--- config.mk ---
export PLATFORM = sky130hd
export DESIGN_NAME = spi_burst_reader
export DESIGN_NICKNAME = d
export VERILOG_FILES = /design/src/rtl/spi_rd_pkg.sv /design/src/rtl/spi_rd_index.sv /design/src/rtl/spi_rd_assembler.sv /design/src/rtl/spi_rd_crc_capture.sv /design/src/rtl/spi_burst_reader.sv
export SDC_FILE = /design/constraint.sdc
export NUM_CORES = 1
export LEC_CHECK = 0
export ABC_CLOCK_PERIOD_IN_PS = 2900
export BUFFER_PORTS_ARGS = -buffer_cell sky130_fd_sc_hd__buf_2
export CELL_PAD_IN_SITES_DETAIL_PLACEMENT = 1
export CELL_PAD_IN_SITES_GLOBAL_PLACEMENT = 1
export CORE_MARGIN = 2
export CORE_UTILIZATION = 46
export CTS_CLUSTER_SIZE = 12
export DETAILED_ROUTE_END_ITERATION = 8
export GPL_TIMING_DRIVEN = 0
export PLACE_DENSITY_LB_ADDON = 0.25
export SETUP_SLACK_MARGIN = 0.15
export SLEW_MARGIN = 30
export SYNTH_ARGS = -nofsm -noshare
export SYNTH_HDL_FRONTEND = slang
export SYNTH_HIERARCHICAL = 1
export SYNTH_SLANG_ARGS = --single-unit
--- constraint.sdc ---
create_clock -name clk -period 2.9 [get_ports clk]
set_clock_uncertainty 0.15 [all_clocks]
set_input_delay 0.29 -clock clk [delete_from_list [all_inputs] [get_ports clk]]
set_output_delay 0.29 -clock clk [all_outputs]
set_load 0.005 [all_outputs]
--- src/rtl/spi_rd_pkg.sv ---
package spi_rd_pkg;

  typedef enum logic [1:0] {
    ST_IDLE,
    ST_SEND,
    ST_WAIT,
    ST_DONE
  } rd_state_t;

  localparam logic [7:0] FILL_BYTE = 8'h00;
  localparam logic [3:0] READ_NIBBLE = 4'b1000;

  // sel = 0: first header byte, sel = 1: second header byte
  function automatic logic [7:0] hdr_byte(input logic [11:0] addr, input logic sel);
    if (sel) return {addr[3:0], READ_NIBBLE};
    return addr[11:4];
  endfunction

  // shift a newly received byte in at the low end; earlier bytes move up
  function automatic logic [31:0] push_byte(input logic [31:0] acc, input logic [7:0] b);
    return {acc[23:0], b};
  endfunction

  function automatic logic [15:0] push_crc(input logic [15:0] acc, input logic [7:0] b);
    return {acc[7:0], b};
  endfunction

endpackage

--- src/rtl/spi_rd_index.sv ---
module spi_rd_index #(
  parameter int CNT_W = 7,
  parameter int IDX_W = CNT_W + 2
) (
  input  logic             clk,
  input  logic             rst_n,
  input  logic             clear,
  input  logic             step,
  input  logic [CNT_W-1:0] count,
  output logic [IDX_W-1:0] idx,
  output logic             hdr_phase,
  output logic             data_phase,
  output logic             crc_phase,
  output logic             last_byte,
  output logic             word_end
);

  logic [IDX_W-1:0] idx_q;
  logic [IDX_W-1:0] crc_start;

  assign crc_start = IDX_W'({count, 2'b00}) + IDX_W'(2);

  always_ff @(posedge clk or negedge rst_n) begin
    if (!rst_n)     idx_q <= '0;
    else if (clear) idx_q <= '0;
    else if (step)  idx_q <= idx_q + IDX_W'(1);
  end

  assign idx        = idx_q;
  assign hdr_phase  = idx_q < IDX_W'(2);
  assign data_phase = !hdr_phase && (idx_q < crc_start);
  assign crc_phase  = idx_q >= crc_start;
  assign last_byte  = idx_q == (crc_start + IDX_W'(1));
  assign word_end   = data_phase && (idx_q[1:0] == 2'b01);

endmodule

--- src/rtl/spi_rd_assembler.sv ---
module spi_rd_assembler
  import spi_rd_pkg::*;
(
  input  logic        clk,
  input  logic        rst_n,
  input  logic        take,
  input  logic        word_end,
  input  logic [7:0]  rx_data,
  output logic        word_valid,
  output logic [31:0] word_data
);

  logic [31:0] acc_q;
  logic [31:0] next_acc;

  assign next_acc = push_byte(acc_q, rx_data);

  always_ff @(posedge clk or negedge rst_n) begin
    if (!rst_n) begin
      acc_q      <= '0;
      word_valid <= 1'b0;
      word_data  <= '0;
    end else begin
      word_valid <= take && word_end;
      if (take) acc_q <= next_acc;
      if (take && word_end) word_data <= next_acc;
    end
  end

endmodule

--- src/rtl/spi_rd_crc_capture.sv ---
module spi_rd_crc_capture
  import spi_rd_pkg::*;
(
  input  logic       clk,
  input  logic       rst_n,
  input  logic       clear,
  input  logic       take,
  input  logic [7:0] rx_data,
  output logic       is_zero
);

  logic [15:0] crc_q;

  always_ff @(posedge clk or negedge rst_n) begin
    if (!rst_n)     crc_q <= '0;
    else if (clear) crc_q <= '0;
    else if (take)  crc_q <= push_crc(crc_q, rx_data);
  end

  assign is_zero = crc_q == 16'h0000;

endmodule

--- src/rtl/spi_burst_reader.sv ---
module spi_burst_reader
  import spi_rd_pkg::*;
#(
  parameter int MAX_WORDS = 64,
  parameter int CNT_W     = $clog2(MAX_WORDS + 1)
) (
  input  logic             clk,
  input  logic             rst_n,
  input  logic             req_start,
  input  logic [11:0]      req_addr,
  input  logic [CNT_W-1:0] req_count,
  output logic             busy,
  output logic             cs_n,
  output logic             tx_valid,
  output logic [7:0]       tx_data,
  input  logic             tx_ready,
  input  logic             rx_valid,
  input  logic [7:0]       rx_data,
  output logic             word_valid,
  output logic [31:0]      word_data,
  output logic             done,
  output logic             crc_zero
);

  localparam int IDX_W = CNT_W + 2;

  rd_state_t        state_q, state_d;
  logic [11:0]      addr_q;
  logic [CNT_W-1:0] cnt_q;

  // named internal events
  logic             req_ok;
  logic             tx_fire;
  logic             rx_fire;
  logic             pay_phase;
  logic [IDX_W-1:0] idx;
  logic             hdr_phase, data_phase, crc_phase, last_byte, word_end;
  logic             crc_is_zero;

  assign req_ok  = req_start && (state_q == ST_IDLE) && (req_count != '0)
                   && (req_count <= CNT_W'(MAX_WORDS));
  assign tx_fire = tx_valid && tx_ready;
  assign rx_fire = (state_q == ST_WAIT) && rx_valid;
  assign pay_phase = data_phase || crc_phase;

  always_ff @(posedge clk or negedge rst_n) begin
    if (!rst_n) begin
      state_q <= ST_IDLE;
      addr_q  <= '0;
      cnt_q   <= '0;
    end else begin
      state_q <= state_d;
      if (req_ok) begin
        addr_q <= req_addr;
        cnt_q  <= req_count;
      end
    end
  end

  always_comb begin
    state_d = state_q;
    unique case (state_q)
      ST_IDLE: if (req_ok)  state_d = ST_SEND;
      ST_SEND: if (tx_fire) state_d = ST_WAIT;
      ST_WAIT: if (rx_fire) state_d = last_byte ? ST_DONE : ST_SEND;
      ST_DONE: state_d = ST_IDLE;
      default: state_d = ST_IDLE;
    endcase
  end

  spi_rd_index #(.CNT_W(CNT_W), .IDX_W(IDX_W)) i_index (
    .clk       (clk),
    .rst_n     (rst_n),
    .clear     (req_ok),
    .step      (rx_fire && !last_byte),
    .count     (cnt_q),
    .idx       (idx),
    .hdr_phase (hdr_phase),
    .data_phase(data_phase),
    .crc_phase (crc_phase),
    .last_byte (last_byte),
    .word_end  (word_end)
  );

  spi_rd_assembler i_asm (
    .clk       (clk),
    .rst_n     (rst_n),
    .take      (rx_fire && data_phase),
    .word_end  (word_end),
    .rx_data   (rx_data),
    .word_valid(word_valid),
    .word_data (word_data)
  );

  spi_rd_crc_capture i_crc (
    .clk    (clk),
    .rst_n  (rst_n),
    .clear  (req_ok),
    .take   (rx_fire && crc_phase),
    .rx_data(rx_data),
    .is_zero(crc_is_zero)
  );

  assign busy     = state_q != ST_IDLE;
  assign cs_n     = (state_q == ST_IDLE) || (state_q == ST_DONE);
  assign tx_valid = state_q == ST_SEND;
  assign tx_data  = hdr_phase ? hdr_byte(addr_q, idx[0]) : FILL_BYTE;
  assign done     = state_q == ST_DONE;
  assign crc_zero = done && crc_is_zero;

endmodule

# Yosys cells after proc, flatten, opt, wreduce, memory -nomap -nowiden
# Cells that the tools add are included.
[totals]
output_inout_bits = 46
word_cells = 58
regBits = 103
[op_classes]
reduce_logical = 22
eq_ne = 8
addsub = 3
n_lt_le_gt_ge = 4
muxes = 13
[ops]
columns = ["operator", "n"]
rows = [
  ["$mux W16", 2],
  ["$mux W8", 3],
  ["$add A9 B1 Y9 const B", 2],
  ["$mux W9", 2],
  ["$logic_not A16 Y1", 1],
  ["$logic_and A1 B1 Y1", 12],
  ["$add A9 B2 Y9 const B", 1],
  ["$eq A9 B9 Y1", 1],
  ["$ge A9 B9 Y1", 1],
  ["$lt A9 B2 Y1 const B", 1],
  ["$lt A9 B9 Y1", 1],
  ["$mux W2", 4],
  ["$pmux W2 S4", 1],
  ["$le A7 B7 Y1 const B", 1],
  ["$reduce_bool A7 Y1", 1],
  ["$reduce_bool A2 Y1", 3],
  ["$eq A2 B1 Y1 const B", 2],
  ["$eq A2 B2 Y1 const B", 2],
  ["$ne A2 B1 Y1 const B", 2],
  ["$reduce_and A3 Y1", 1],
  ["$logic_not A1 Y1", 2],
  ["$logic_not A2 Y1", 1],
  ["$ne A2 B2 Y1 const B", 1],
  ["$logic_or A1 B1 Y1", 1],
  ["$mux W1", 1],
]

# Logic depth before layout (Yosys ltp)
# Gate-level depths: netlist (run 1).
[logic_depth]
depth_word = 7
ltp_mapped = 10
depth_no_buf = 9

# By module
# The synthesis (run 1) kept the hierarchy.
[modules_own_cells]
columns = ["module", "seq_area_each_um2", "cells_each", "n_inst", "area_each_um2"]
rows = [
  ["spi_rd_assembler", 1426.4, 121, 1, 2237.1],
  ["spi_burst_reader", 525.5, 91, 1, 1153.6],
  ["spi_rd_crc_capture", 400.4, 57, 1, 694.4],
  ["spi_rd_index", 225.2, 77, 1, 670.6],
]

# Worst setup path after synthesis (run 1)
# Ideal clock, no wire load.
[synth_timing]
kind = "reg-to-reg"
start = "reg i_index.idx_q[3], in the netlist i_index/idx[3]"
end = "reg i_asm.word_data[10]"
setup_ns = 0.125
arrival_ns = 2.152
synth_period_minus_slack_ns = 2.427
stages_incl_launch_ff = 9
slack_ns = 0.473
cell_sequence = "dfrtp_1 or4_1 nor2_1 a211oi_1 and3_1 buf_4 nand2_4 buf_6 mux2_4"
[synth_between]
elab_chain_cells = 5
word_cells_on_any_way = 7
cone_classes = "order compare: 2; reduce/logical: 5"
[synth_rtl]
columns = ["element", "line", "rtl"]
rows = [
  ["start: declaration", "spi_rd_index.sv:18", "logic [IDX_W-1:0] idx_q;"],
  ["start signal: assignment", "spi_rd_index.sv:26", "else if (step) idx_q <= idx_q + IDX_W'(1);"],
  ["$lt A9 B2 Y1 (*)", "spi_rd_index.sv:30", "assign hdr_phase = idx_q < IDX_W'(2);"],
  ["named net hdr_phase", "spi_burst_reader.sv:37", "logic hdr_phase, data_phase, crc_phase, last_byte, word_end;"],
  ["$logic_not A1 Y1 (*)", "spi_rd_index.sv:31", "assign data_phase = !hdr_phase && (idx_q < crc_start);"],
  ["$logic_and A1 B1 Y1 (*)", "spi_rd_index.sv:31", ""],
  ["named net data_phase", "spi_burst_reader.sv:37", ""],
  ["$logic_and A1 B1 Y1 (on tied branches)", "spi_burst_reader.sv:88, spi_rd_index.sv:34", ""],
  ["$logic_and A1 B1 Y1 (*)", "spi_rd_assembler.sv:26", "if (take && word_end) word_data <= next_acc;"],
  ["end signal: assignment", "spi_rd_assembler.sv:26", ""],
  ["end: declaration", "spi_rd_assembler.sv:10", "output logic [31:0] word_data"],
]
# Mark *: on every way through the listed nets, which the timed path passes. The rest lies on a longest branch.
# A chain may end at the register's enable or synchronous reset.

# Worst setup path after layout (run 1)
[layout_timing]
start = "reg i_index.idx_q[1], in the netlist i_index/idx[1]"
end = "out tx_data[2]"
[layout_between]
elab_chain_cells = 2
[layout_rtl]
columns = ["element", "line", "rtl"]
rows = [
  ["$lt A9 B2 Y1", "spi_rd_index.sv:30", ""],
  ["named net hdr_phase", "spi_burst_reader.sv:37", ""],
  ["$mux W8", "spi_burst_reader.sv:107", "assign tx_data = hdr_phase ? hdr_byte(addr_q, idx[0]) : FILL_BYTE;"],
  ["end: declaration", "spi_burst_reader.sv:15", "output logic [7:0] tx_data,"],
]
# The timed path passes the listed nets, and every way through them passes these cells.

==> metrics.md, run 1 <==
| Metric | Value |
|---|---|
| RD Place Congestion | `0.780` |
| Cell Int Power | `0.00306 W` |
| Setup-failing EPs final | `0` |
| Flop pwr share | `0.471` |
| Synth cell types | `45` |
| Worst-skew pair later-pin latency | `0.37 ns` |
| Final Hold Fails | `0` |
| Slowest CP cell | `or4_1` |
| Clk pwr share | `0.217` |
| Post-Syn Area per Cell | `13.7 sq um` |
| Placed insts | `560` |
| Grt ovf | `0` |
| Cell Rows | `37` |
| CP max stage delay | `0.62 ns` |
| Required @ worst endpoint | `2.46 ns` |
| Critical path data arrival time | `2.20 ns` |
| Layout cell share with drive strength beyond 1 | `0.403` |
| Post-route cell area | `5750 sq um` |
| Commonest non-fill, non-tap cell in the layout | `dfrtp_1` |
| Diode count | `0` |
| Crit start category | `register` |
| Leak | `2.97 nW` |
| Outcome | `finished clean` |
| Combinational Power Share | `0.312` |
| Number of max-cap violations | `0` |
| Total number of vias | `3033` |
| Worst slew pin tran | `0.491 ns` |
| Worst hold margin | `0.0245 ns` |
| RSZ-0062 raised after global routing | `true` |
| FF+latch count, synth | `103` |
| Max Buffers Root-to-Sink | `2` |
| Register area share after synthesis | `0.542` |
| CP top delay family | `simple AND/OR/NAND/NOR gates` |
| GRT Total Usage | `0.195` |
| Chip width | `106 um` |
| Tightest Hold Check Type | `in -> reg` |
| HPWL Detailed | `7200 um` |
| Routed vias/inst | `5.14` |
| Starting density of the core | `0.467` |
| Pre-Repair DR Iteration Count | `4` |
| Fin crit period | `2.64 ns` |
| First-pass GRT wire length | `17100 um` |
| Core box area | `10200 sq um` |
| Post-synth EDFFs | `0` |
| DRC | `0` |
| Post-layout nets | `494` |
| Syn-to-layout area delta | `20.9%` |
| Wirelength per Cell | `17.3 um` |
| WP buf/inv | `2` |
| Most frequent cells in the layout | `100 x dfrtp_1, 77 x buf_2, 38 x mux2_4` |
| Fillers | `1066` |
| Sw Share | `0.320` |
| Synth warn | `6` |
| Max Freq | `379 MHz` |
| Synthesized instance count | `346` |
| Crit-path max FO | `6` |
| Setup TNS | `0 ns` |
| Vias in the first global route | `3315` |
| PwrDens | `783 nW/um^2` |
| Non-Filler Instances | `590` |
| Crit-path cells | `or4_1 -> nor2_4 -> buf_12 -> nor2b_1 -> and2_1 -> buf_2` |
| Final wirelength | `10200 um` |
| Ys flop type | `dfrtp_1` |
| Syn nets | `391` |
| Worst-path clk slew | `0.11 ns` |
| Clk root buf | `clkbuf_8` |
| Post-synth ARST share | `1.00` |
| Clock net sink count | `103` |
| CTS tree | `yes` |
| IO Pins | `78` |
| Relative slew slack | `0.673` |
| Initial antenna violation count | `0` |
| Overall Power | `0.00450 W` |
| Max IR drop VDD | `0.394 mV` |
| Psw | `0.00144 W` |
| Post-Syn Area | `4760 sq um` |
| Crit. End Element | `output pin` |
| H-tree depth | `3` |
| Die area | `11200 sq um` |
| Crit path kind | `reg -> out` |
| Max-slew violation count | `0` |
| Routed Antenna Nets | `0` |
| Initial DRC count | `107` |
| Cts bufs inserted | `9` |
| Period utilization | `0.911` |
| Port Buf Inserts | `77` |
| Die H | `106 um` |
| Largest net degree at the start of global routing | `54` |
| Placed cell areas | `5350 sq um` |
==> state kept, by name (all words and copies together), names as in the netlist <==
register / cells
i_asm/word_valid: 1
i_asm/acc_q: 24
cnt_q: 7
state_q: 2
i_crc/crc_q: 16
i_asm/word_data: 32
i_index/idx: 9
addr_q: 12
==> cell type report <==
class | count | area [sq um] | area share
Tap cell | 136 | 170 | 0.0296
Buffer | 15 | 146 | 0.0255
Clock buffer | 9 | 124 | 0.0215
Clock inverter | 7 | 95.1 | 0.0165
Inverter | 15 | 56.3 | 0.00979
Sequential cell | 103 | 2580 | 0.449
Timing Repair Buffer | 92 | 569 | 0.0990
Multi-Input combinational cell | 213 | 2010 | 0.349
==> metrics by stage <==
step	setup WS (ns)	util
after CTS	0.167	0.560
after global routing	0.129	0.564
after global placement	0.00599	0.521
final	0.259	0.564
after floorplan	0.473	-
after detailed placement	-0.0404	0.525
==> per-layer routing <==
layer,up-vias,track usage,part of all wire
met5,-,0,0
met4,0,0.0658,0.011
li1,1427,-,-
met1,1542,0.250,0.45
met2,53,0.337,0.51
met3,11,0.0303,0.025
==> worst paths after layout <==
path	startpoint	to	slack (ns)	cells past startpoint
worst min-delay path	req_count[5]	cnt_q[5]	0.02	2
worst min register to register	cnt_q[0]	cnt_q[0]	0.34	1
worst max register to register	i_index/idx[1]	i_asm/word_data[13]	0.26	8
max in group asynchronous	rst_n	i_index/idx[2]	1.68	3
min in group asynchronous	rst_n	i_asm/word_data[3]	0.28	2
worst max-delay path	i_index/idx[1]	tx_data[2]	0.26	6
==> power groups by stage <==
stage	clock network [W]	registers [W]	logic, W
3_5_place_dp	0	0.00214	0.00132
5_1_grt	0.00107	0.00219	0.00157
2_1_floorplan	0	0.00205	0.000911
4_1_cts	0.00100	0.00212	0.00136
6_report	0.000975	0.00212	0.00141
3_3_place_gp	0	0.00211	0.00127
==> timing repair <==
action / 4_1_cts / 5_1_grt
hold endpoints to repair: 64 / 0
hold buffers: 13 / 0
setup buffers: 0 / 1
resized for setup: 2 / 7
endpoints found under the setup margin: 41 / 47
pin swaps: 0 / 2
==> cells in the mapped netlist, types with 6 or more instances <==
library cell	n	area, sq um
o21ai_0	6	30.0
nor2b_1	7	43.8
mux2i_1	20	200
mux2_1	9	101
mux2_2	27	304
ha_1	13	163
dfrtp_1	103	2580
nor2_1	25	93.8
inv_1	15	56.3
mux2_4	38	571
nand2_1	9	33.8
a21oi_1	10	50.1
==> kinds of logic (layout without fill, tap and decap cells) <==
family,after synthesis,in the layout,synth area share
adder cells (fa/ha/maj),13,13,0.0342
buffers and inverters,30,138,0.0426
multiplexers,94,94,0.247
AND/OR/NAND/NOR,68,68,0.0789
XOR/XNOR,4,4,0.00737
flip-flops,103,103,0.542
AO/OA/AOI/OAI,34,34,0.0476
(Power assumes the default switching activity.)
==> inputs of run 2 (changes only) <==
--- a/config.mk
+++ b/config.mk
@@ -15,6 +15,7 @@
 export DETAILED_ROUTE_END_ITERATION = 8
 export GPL_TIMING_DRIVEN = 0
 export PLACE_DENSITY_LB_ADDON = 0.25
+export RECOVER_POWER = 25
 export SETUP_SLACK_MARGIN = 0.15
 export SLEW_MARGIN = 30
 export SYNTH_ARGS = -nofsm -noshare
==> metrics.md, run 2 (synthesis results as in run 1) <==
| Metric | Value |
|---|---|
| Outcome | `finished clean` |
| GRT Total Usage | `0.195` |
| Pre-Repair DR Iteration Count | `4` |
| Crit-path max FO | `10` |
| Starting density of the core | `0.467` |
| Largest net degree at the start of global routing | `54` |
| Syn-to-layout area delta | `20.3%` |
| Worst slew pin tran | `1.27 ns` |
| Die area | `11200 sq um` |
| Crit. End Element | `register` |
| Number of max-cap violations | `0` |
| Leak | `2.96 nW` |
| H-tree depth | `3` |
| Port Buf Inserts | `77` |
| Worst-skew pair later-pin latency | `0.37 ns` |
| Setup ws final | `0.257 ns` |
| Diode count | `0` |
| Relative slew slack | `0.154` |
| Max-slew violation count | `0` |
| Setup WS pre-CTS | `-0.0404 ns` |
| Vias in the first global route | `3315` |
| Worst hold margin | `0.0240 ns` |
| Clock net sink count | `103` |
| Fin crit period | `2.64 ns` |
| Placed insts | `560` |
| PwrDens | `786 nW/um^2` |
| Initial DRC count | `77` |
| Critical path data arrival time | `2.74 ns` |
| Fillers | `1067` |
| Cell Rows | `37` |
| Combinational Power Share | `0.312` |
| Psw | `0.00144 W` |
| Cell Int Power | `0.00305 W` |
| Flop pwr share | `0.471` |
| Final wirelength | `10200 um` |
| DRC | `0` |
| Worst-path clk slew | `0.11 ns` |
| Layout cell share with drive strength beyond 1 | `0.403` |
| Clk root buf | `clkbuf_8` |
| Commonest non-fill, non-tap cell in the layout | `dfrtp_1` |
| Post-layout nets | `494` |
| Chip width | `106 um` |
| CTS tree | `yes` |
| Grt ovf | `0` |
| Biggest regs | `i_asm/word_data x32, i_asm/acc_q x24, i_crc/crc_q x16` |
| Tightest Hold Check Type | `in -> reg` |
| Final Hold Fails | `0` |
| Core box area | `10200 sq um` |
| Max Buffers Root-to-Sink | `2` |
| RD Place Congestion | `0.780` |
| Overall Power | `0.00450 W` |
| First-pass GRT wire length | `17100 um` |
| Max IR drop VDD | `0.395 mV` |
| Routed Antenna Nets | `0` |
| Period utilization | `0.912` |
| HPWL Detailed | `7200 um` |
| Clk pwr share | `0.217` |
| Setup-failing EPs final | `0` |
| Wirelength per Cell | `17.3 um` |
| Most frequent cells in the layout | `100 x dfrtp_1, 77 x buf_2, 38 x mux2_4` |
| Largest register FFs | `32` |
| Crit start category | `register` |
| Die H | `106 um` |
| Top reg by flops | `i_asm/word_data` |
| Non-Filler Instances | `590` |
| Cts bufs inserted | `9` |
| Sw Share | `0.321` |
| Routed vias/inst | `5.15` |
| Total number of vias | `3039` |
| Initial antenna violation count | `0` |
| Crit path kind | `reg -> reg` |
| Register area | `2580 sq um` |
| RSZ-0062 raised after global routing | `true` |
| Max Freq | `378 MHz` |
| IO Pins | `78` |
| Multi-input logic area | `2010 sq um` |
| Required @ worst endpoint | `3.00 ns` |
run 2: cell types whose count changed in the layout (fill, tap and decap cells not counted):
cell and change:
clkbuf_4 +1, buf_16 -1, buf_6 -1, clkbuf_2 +1
run 2: through the flow:
step	area [sq um]	TNS, ns	util
2_1_floorplan	4760	0	-
3_3_place_gp	5310	0	0.521
3_5_place_dp	5350	-0.695	0.525
4_1_cts	5700	0	0.560
5_1_grt	5720	0	0.562
6_report	5720	0	0.562
run 2: repair_timing:
item                                    CTS  global route
hold buffers                             13             0
endpoints found under the setup margin   41            47
setup buffers                             0             1
pin swaps                                 0             2
endpoints found under the hold margin    64             0
resized for setup                         2             7
run 2: critical path: stages, from the launching register on:
cell	delay (ns)
dfrtp_2	0.48
ha_1	0.33
a21oi_1	0.18
o21ai_1	0.12
a211oi_1	0.26
and3_1	0.20
buf_4	0.18
nand2_4	0.12
buf_6	0.21
mux2_4	0.30
run 2: layout make-up:
type	count	share of cell area
plain buffers	15	0.0256
flip-flops and latches	103	0.451
clock inverters	7	0.0166
clock buffers	9	0.0216
well taps	136	0.0297
repair buffers	92	0.0949
inverters	15	0.00984
multi-input cells	213	0.351
run 2: power by group through the flow:
stage	combinational (W)	clock, W	sequential, W
final	0.00140	0.000975	0.00212
after global placement	0.00127	0	0.00211
after detailed placement	0.00132	0	0.00214
after floorplan	0.000911	0	0.00205
after CTS	0.00136	0.00100	0.00212
after global routing	0.00156	0.00107	0.00219
run 2: path summary, 6_finish.rpt:
check / startpoint / end / slack [ns] / depth (start not counted)
worst max-delay path: i_index/idx[2] / i_asm/word_data[13] / 0.26 / 9
worst max register to register: i_index/idx[2] / i_asm/word_data[13] / 0.26 / 9
min in group asynchronous: rst_n / i_asm/word_data[3] / 0.57 / 2
worst min register to register: addr_q[6] / addr_q[6] / 0.34 / 1
max in group asynchronous: rst_n / i_index/idx[2] / 0.56 / 3
worst min-delay path: req_count[5] / cnt_q[5] / 0.02 / 2
run 2: routing by layer:
metal,track usage,vias up,wire [um]
li1,-,1427,-
met1,0.250,1544,4620
met2,0.337,55,5190
met3,0.0303,13,264
met4,0.0658,0,140
met5,0,-,0
